[src/rtl/period_gate_counter.sv]
module period_gate_counter #(
  parameter int CNT_W = 16
) (
  input  logic             clk,
  input  logic             rst,
  input  logic             start_i,
  input  logic [1:0]       pin_sel_i,
  input  logic [1:0]       gate_ctl_i,
  input  logic [1:0]       rate_sel_i,
  input  logic             tick_slow_i,
  input  logic             tick_mid_i,
  input  logic             tick_fast_i,
  input  logic             sig_a_i,
  input  logic             sig_b_i,
  output logic             gate_o,
  output logic             done_o,
  output logic             ovf_o,
  output logic [CNT_W-1:0] count_o
);
  localparam logic [CNT_W-1:0] CNT_MAX = '1;

  typedef enum logic [1:0] {ST_IDLE, ST_ARMED, ST_OPEN} gate_st_t;
  gate_st_t st_q;

  logic [2:0] a_sh, b_sh;
  logic       rise, tick, force_off, start_ok, inc;
  logic [CNT_W-1:0] cnt_q;

  always_ff @(posedge clk) begin
    if (rst) begin
      a_sh <= '0;
      b_sh <= '0;
    end else begin
      a_sh <= {a_sh[1:0], sig_a_i};
      b_sh <= {b_sh[1:0], sig_b_i};
    end
  end

  always_comb begin
    unique case (pin_sel_i)
      2'b00:   rise = 1'b0;
      2'b01:   rise = a_sh[1] & ~a_sh[2];
      default: rise = b_sh[1] & ~b_sh[2];
    endcase
    unique case (rate_sel_i)
      2'b00:   tick = tick_slow_i;
      2'b01:   tick = tick_mid_i;
      default: tick = tick_fast_i;
    endcase
  end

  assign force_off = &gate_ctl_i;
  assign start_ok  = start_i & ~force_off;
  assign inc       = (st_q == ST_OPEN) & tick & (|pin_sel_i) & ~force_off & ~start_ok;

  always_ff @(posedge clk) begin
    if (rst) begin
      st_q   <= ST_IDLE;
      cnt_q  <= '0;
      done_o <= 1'b0;
      ovf_o  <= 1'b0;
    end else if (force_off) begin
      if (st_q == ST_OPEN) done_o <= 1'b1;
      st_q <= ST_IDLE;
    end else if (start_ok) begin
      st_q   <= ST_ARMED;
      cnt_q  <= '0;
      done_o <= 1'b0;
      ovf_o  <= 1'b0;
    end else begin
      if (inc) begin
        if (cnt_q == CNT_MAX) ovf_o <= 1'b1;
        else                  cnt_q <= cnt_q + 1'b1;
      end
      if (rise && st_q == ST_ARMED) st_q <= ST_OPEN;
      if (rise && st_q == ST_OPEN) begin
        st_q   <= ST_IDLE;
        done_o <= 1'b1;
      end
    end
  end

  assign gate_o  = (st_q != ST_IDLE);
  assign count_o = cnt_q;

  AST_FORCE_CLOSES: assert property (@(posedge clk) disable iff (rst)
    force_off |=> !gate_o);
  AST_FORCE_FREEZE: assert property (@(posedge clk) disable iff (rst)
    force_off |=> $stable(count_o));
  AST_START_CLEARS: assert property (@(posedge clk) disable iff (rst)
    start_ok |=> (count_o == '0) && !done_o && !ovf_o && gate_o);
  AST_SATURATE: assert property (@(posedge clk) disable iff (rst)
    (count_o == CNT_MAX) && !start_ok |=> count_o == CNT_MAX);
  AST_OVF_AT_MAX: assert property (@(posedge clk) disable iff (rst)
    $rose(ovf_o) |-> count_o == CNT_MAX);
  AST_DESEL_FROZEN: assert property (@(posedge clk) disable iff (rst)
    (pin_sel_i == 2'b00) && !start_ok |=> $stable(count_o));
  AST_DESEL_STAYS_OPEN: assert property (@(posedge clk) disable iff (rst)
    (st_q == ST_OPEN) && (pin_sel_i == 2'b00) && !force_off |=> gate_o);
  AST_STEP_ONE: assert property (@(posedge clk) disable iff (rst)
    !start_ok |=> (count_o == $past(count_o)) || (count_o == $past(count_o) + 1'b1));
  AST_NO_COUNT_SHUT: assert property (@(posedge clk) disable iff (rst)
    (st_q != ST_OPEN) && !start_ok |=> $stable(count_o));
  AST_DONE_IDLE: assert property (@(posedge clk) disable iff (rst)
    $rose(done_o) |-> !gate_o);
endmodule

[config.mk]
export PLATFORM = sky130hd
export DESIGN_NAME = period_gate_counter
export DESIGN_NICKNAME = d
export VERILOG_FILES = /design/src/rtl/period_gate_counter.sv
export SDC_FILE = /design/constraint.sdc
export NUM_CORES = 1
export LEC_CHECK = 0
export ABC_AREA = 0
export BUFFER_PORTS_ARGS = -buffer_cell sky130_fd_sc_hd__buf_2
export CAP_MARGIN = 20
export CELL_PAD_IN_SITES_DETAIL_PLACEMENT = 0
export CELL_PAD_IN_SITES_GLOBAL_PLACEMENT = 1
export CORE_MARGIN = 4
export CORE_UTILIZATION = 30
export CTS_BUF_LIST = sky130_fd_sc_hd__clkbuf_8
export DETAILED_ROUTE_END_ITERATION = 6
export GPL_TIMING_DRIVEN = 1
export HOLD_SLACK_MARGIN = 0.08
export PLACE_DENSITY_LB_ADDON = 0.3
export SYNTH_ARGS = -nofsm -noshare
export SYNTH_HDL_FRONTEND = slang
export SYNTH_SLANG_ARGS = --single-unit
[constraint.sdc]
create_clock -name clk -period 4.23 [get_ports clk]
set_input_delay 0.423 -clock clk [delete_from_list [all_inputs] [get_ports clk]]
set_output_delay 0.423 -clock clk [all_outputs]
set_load 0.05 [all_outputs]
**Word-level counts from Yosys, hierarchy flattened**

Index checks and enable logic that the tools add are counted.

- Flip-flop bits (word level): 26
- Output and inout bits: 19

- Add/sub/neg operators: 1
- Equal/unequal tests: 7
- Multiplexer cells: 15
- Bitwise operators: 11
- Reduce and logical (&&, ||, !) cells: 16

Operators by type and width:

| cell | count |
|---|---|
| $mux 16 | 3 |
| $add 16x1->16 const B | 1 |
| $eq 16x16->1 const B | 1 |
| $mux 1 | 10 |
| $and 1x1->1 | 7 |
| $eq 2x1->1 const B | 3 |
| $reduce_and 3->1 | 2 |
| $reduce_bool 2->1 | 3 |
| $reduce_bool 3->1 | 2 |
| $logic_not 2->1 | 2 |
| $not 1->1 | 4 |
| $pmux 1 s2 | 2 |
| $reduce_and 2->1 | 2 |
| $reduce_or 2->1 | 2 |
| $reduce_or 4->1 | 1 |
| $eq 2x2->1 const B | 1 |
| $logic_and 1x1->1 | 2 |
| $ne 2x1->1 const B | 1 |
| $ne 2x2->1 const B | 1 |

**Longest topological paths before layout**

- Depth after elaboration: 8
- Mapped depth: 8

**Least setup slack after synthesis**

OpenSTA, ideal clock, no wires.

- Path kind: flip-flop to flip-flop
- Start point: reg cnt_q[2] (netlist: count_o[2])
- End point: reg cnt_q[15] (netlist: count_o[15])
- Library setup time: 0.143 ns
- Arrival time: 1.939 ns
- Data required time: 4.087 ns
- Path slack: 2.148 ns
- Stages on the path, launching flop included: 7
- Path buffers: 1
- Period minus slack after synthesis: 2.082 ns
- Path through: dfxtp_1 > and4_1 > buf_2 > nand2_1 > or4_1 > o311ai_1 > o41ai_1

- Cells in the longest elaborated chain, start to end: 4
- Elaborated cells on any way between the ends: 7
- Those cells by class: add/sub: 1; eq/ne: 2; mux: 3; reduce/logical: 1

RTL lines:

| what | line | RTL |
|---|---|---|
| start, declared | 27 | `logic [CNT_W-1:0] cnt_q;` |
| start signal, assigned | 73 | `else cnt_q <= cnt_q + 1'b1;` |
| $add 16x1->16 | 73 |  |
| $mux 16 | 72 | `if (cnt_q == CNT_MAX) ovf_o <= 1'b1;` |
| $mux 16 | 71 | `if (inc) begin` |
| $mux 16 | 65 | `end else if (start_ok) begin` |

Parallel ways exist; a longest one is shown, timed or not. The select of a mux whose other input is x is not followed.
A chain may end at the register's enable or synchronous reset.

**Worst setup path after layout**

- Start point: reg cnt_q[2] (netlist: count_o[2])
- End point: reg cnt_q[14] (netlist: count_o[14])

Same word-level chain as after synthesis.

==> results.cfg <==
[route]
drtIter0Drc = 82
routedWlPerCell_um = 14.0
dr.pass1.iters = 4
ant_nets = 0
finalWirelength_um = 3110
via_per_inst = 5.36
drc = 0
via_count = 1189

[sta]
finalCriticalPeriod_ns = 1.95
fin_ws_ns = 2.28
slew_violations = 0
holdWs_ns = 0.366
finalCritPeriodShare_pct = 46.2
grt_setup_unrepaired = no
final.setup_skew_ns = 0.00403
setup_viol = 0
fmax_ghz = 0.512
final.setup.tns_ns = 0
slew_headroom_pct = 51.1
hold_violations = 0
max_slew.worst_pin.slew_ns = 0.727

[worst_hold_path]
hp-start = sig_b_i
hold_path.class = input pin to flop
holdPathStages = 2
min_to = b_sh[0]

[logic_synthesis]
ys_types = 41
synthCells = 144
synth-seq-area-share_pct = 40.0
netlist.area_leader.share_pct = 40.0
synth_top_cell_by_area = dfxtp_1
synth-main-ff-cell = dfxtp_1
synth.avg_cell_area_um2 = 9.05
ys_top_cells_by_area = dfxtp_1 (40%), a21oi_1 (6.1%), or4_1 (5.2%), o31ai_1 (4.6%), nand3_1 (3.5%)
synth_warnings = 0
synth.cell_area_mm2 = 0.00130
ys_ff_latch = 26
synth-edff-count = 0
async_flop_share_pct = 0
syn_nets = 159

[clocking]
clkTransAtPathRegs_ns = 0.09
clock_sinks = 26
cts_tree = yes
cts_buffers = 3
postCtsHoldBufs = 0
post_cts_buffers = 0
cts_resized = 0
clockRootBuffer = clkbuf_8
htree_levels = 1
clk-insertion-delay-late_ns = 0.27
cts_buffer_depth = 2

[critical_path]
r2r_slack_ns = 2.28
crit_family = simple AND/OR/NAND/NOR gates
crit_buf_inv = 0
cp_slowest_cell = nor4_1
crit_type = flop to flop
required_ns = 4.36
cp_cell_sequence = and4_1, nand3_1, nor4_1, a31o_2, a21oi_1
worstPathArrival_ns = 2.09
cp_slowest_stage_delay_ns = 0.59
reg2reg_depth = 5
crit_fanout = 7
cp-start-kind = flop
reg2reg_to = count_o[14]
regToRegStartpoint = count_o[2]
critPathCaptureType = flop

[placed_design]
dp.final_hpwl_um = 2280
place_inst = 219
dpl_cell_area_mm2 = 0.00145
gp_congestion = 0.820
dp_slack_ns = 2.25
portBuffers = 32

[layout]
final_core_util_pct = 36.6
num_antenna_cells = 0
syn_to_final_growth_pct = 14.7
num-nets-final = 189
fin_cells = 222
layout_commonest_cell = buf_2
layout-drive-gt1-share_pct = 27.3
layout_common_cells = buf_2 (32), dfxtp_1 (26), a21oi_1 (16)
fin_area_mm2 = 0.00149

[pwr]
p_per_area_mw_per_mm2 = 279
worst_ir_drop_vdd_mv = 0.111
leakage_nw = 0.562
power_uw = 417

[run]
drv_cap = 0

[grt]
antenna_found_initial = 0
grt_max_degree = 23
grt_pass1_wl_um = 5340
track_usage_pct = 12.3
grt.overflow.total = 0
grt_pass1_vias = 1201

[floorplanning]
die_w_um = 73.9
die_h_um = 73.9
io_pins = 33
dieArea_mm2 = 0.00546
initial_core_util_pct = 31.9
core_mm2 = 0.00409
std_cell_rows = 23

[status]
status = complete, no violations
==> state kept, by name (all words and copies together), names as in the netlist <==
register  cells
st_q          2
a_sh          3
done_o        1
b_sh          3
ovf_o         1
count_o      16
==> logic make-up (layout without fill, tap and decap cells) <==
family / count (synthesis) / after routing / share of synthesized area, %
buf+inv: 13 / 41 / 7.59
flops: 26 / 26 / 40.0
fa+ha+maj: 1 / 1 / 0.960
compound gates: 39 / 39 / 20.8
simple gates: 63 / 63 / 29.2
mux: 2 / 2 / 1.54
==> area by class of cell <==
| type | count | area (µm²) |
|---|---|---|
| flip-flops and latches | 26 | 520 |
| fillers | 425 | 2590 |
| clock buffers | 3 | 41.3 |
| well taps | 50 | 62.6 |
| repair buffers | 33 | 168 |
| inverters | 5 | 18.8 |
| multi-input cells | 105 | 683 |
==> per-layer routing <==
metal	global-route usage (%)	vias up	part of all wire, %
li1	-	599	-
met1	15.7	573	46
met2	20.4	15	49
met3	2.60	2	4.3
met4	3.82	0	0.61
met5	0	-	0
==> worst max path at each step <==
stage / from / end / slack (ns) / cells past startpoint
after floorplan: count_o[2] / count_o[15] / 2.15 / 6
after global placement: rate_sel_i[1] / count_o[13] / 2.30 / 6
after detailed placement: rate_sel_i[1] / count_o[14] / 2.25 / 6
after CTS: count_o[2] / count_o[14] / 2.26 / 5
after global routing: count_o[2] / count_o[14] / 2.10 / 5
final: count_o[2] / count_o[14] / 2.28 / 5
==> worst register-to-register path, stage by stage, from the launching register on <==
cell and delay (ns):
dfxtp_1 0.44, and4_1 0.33, nand3_1 0.16, nor4_1 0.59
a31o_2 0.25, a21oi_1 0.05
==> synthesized netlist by cell type (3+ instances only) <==
master / number
dfxtp_1: 26
a21oi_1: 16
nand2_1: 9
nand3_1: 9
or4_1: 9
o31ai_1: 8
nand4_1: 6
nor2b_1: 6
inv_1: 5
nor2_1: 5
a21o_1: 3
and2_2: 3
clkbuf_8: 3
o21ai_0: 3
==> power breakdown <==
group          total (mW)  switching [mW]  internal, mW  leakage [nW]
clock network       0.143          0.0788        0.0638        0.0216
registers           0.249         0.00146         0.248         0.211
logic              0.0258          0.0158       0.00999         0.329
total               0.417          0.0961         0.321         0.562
No activity file was read; power rests on OpenSTA's default activity.
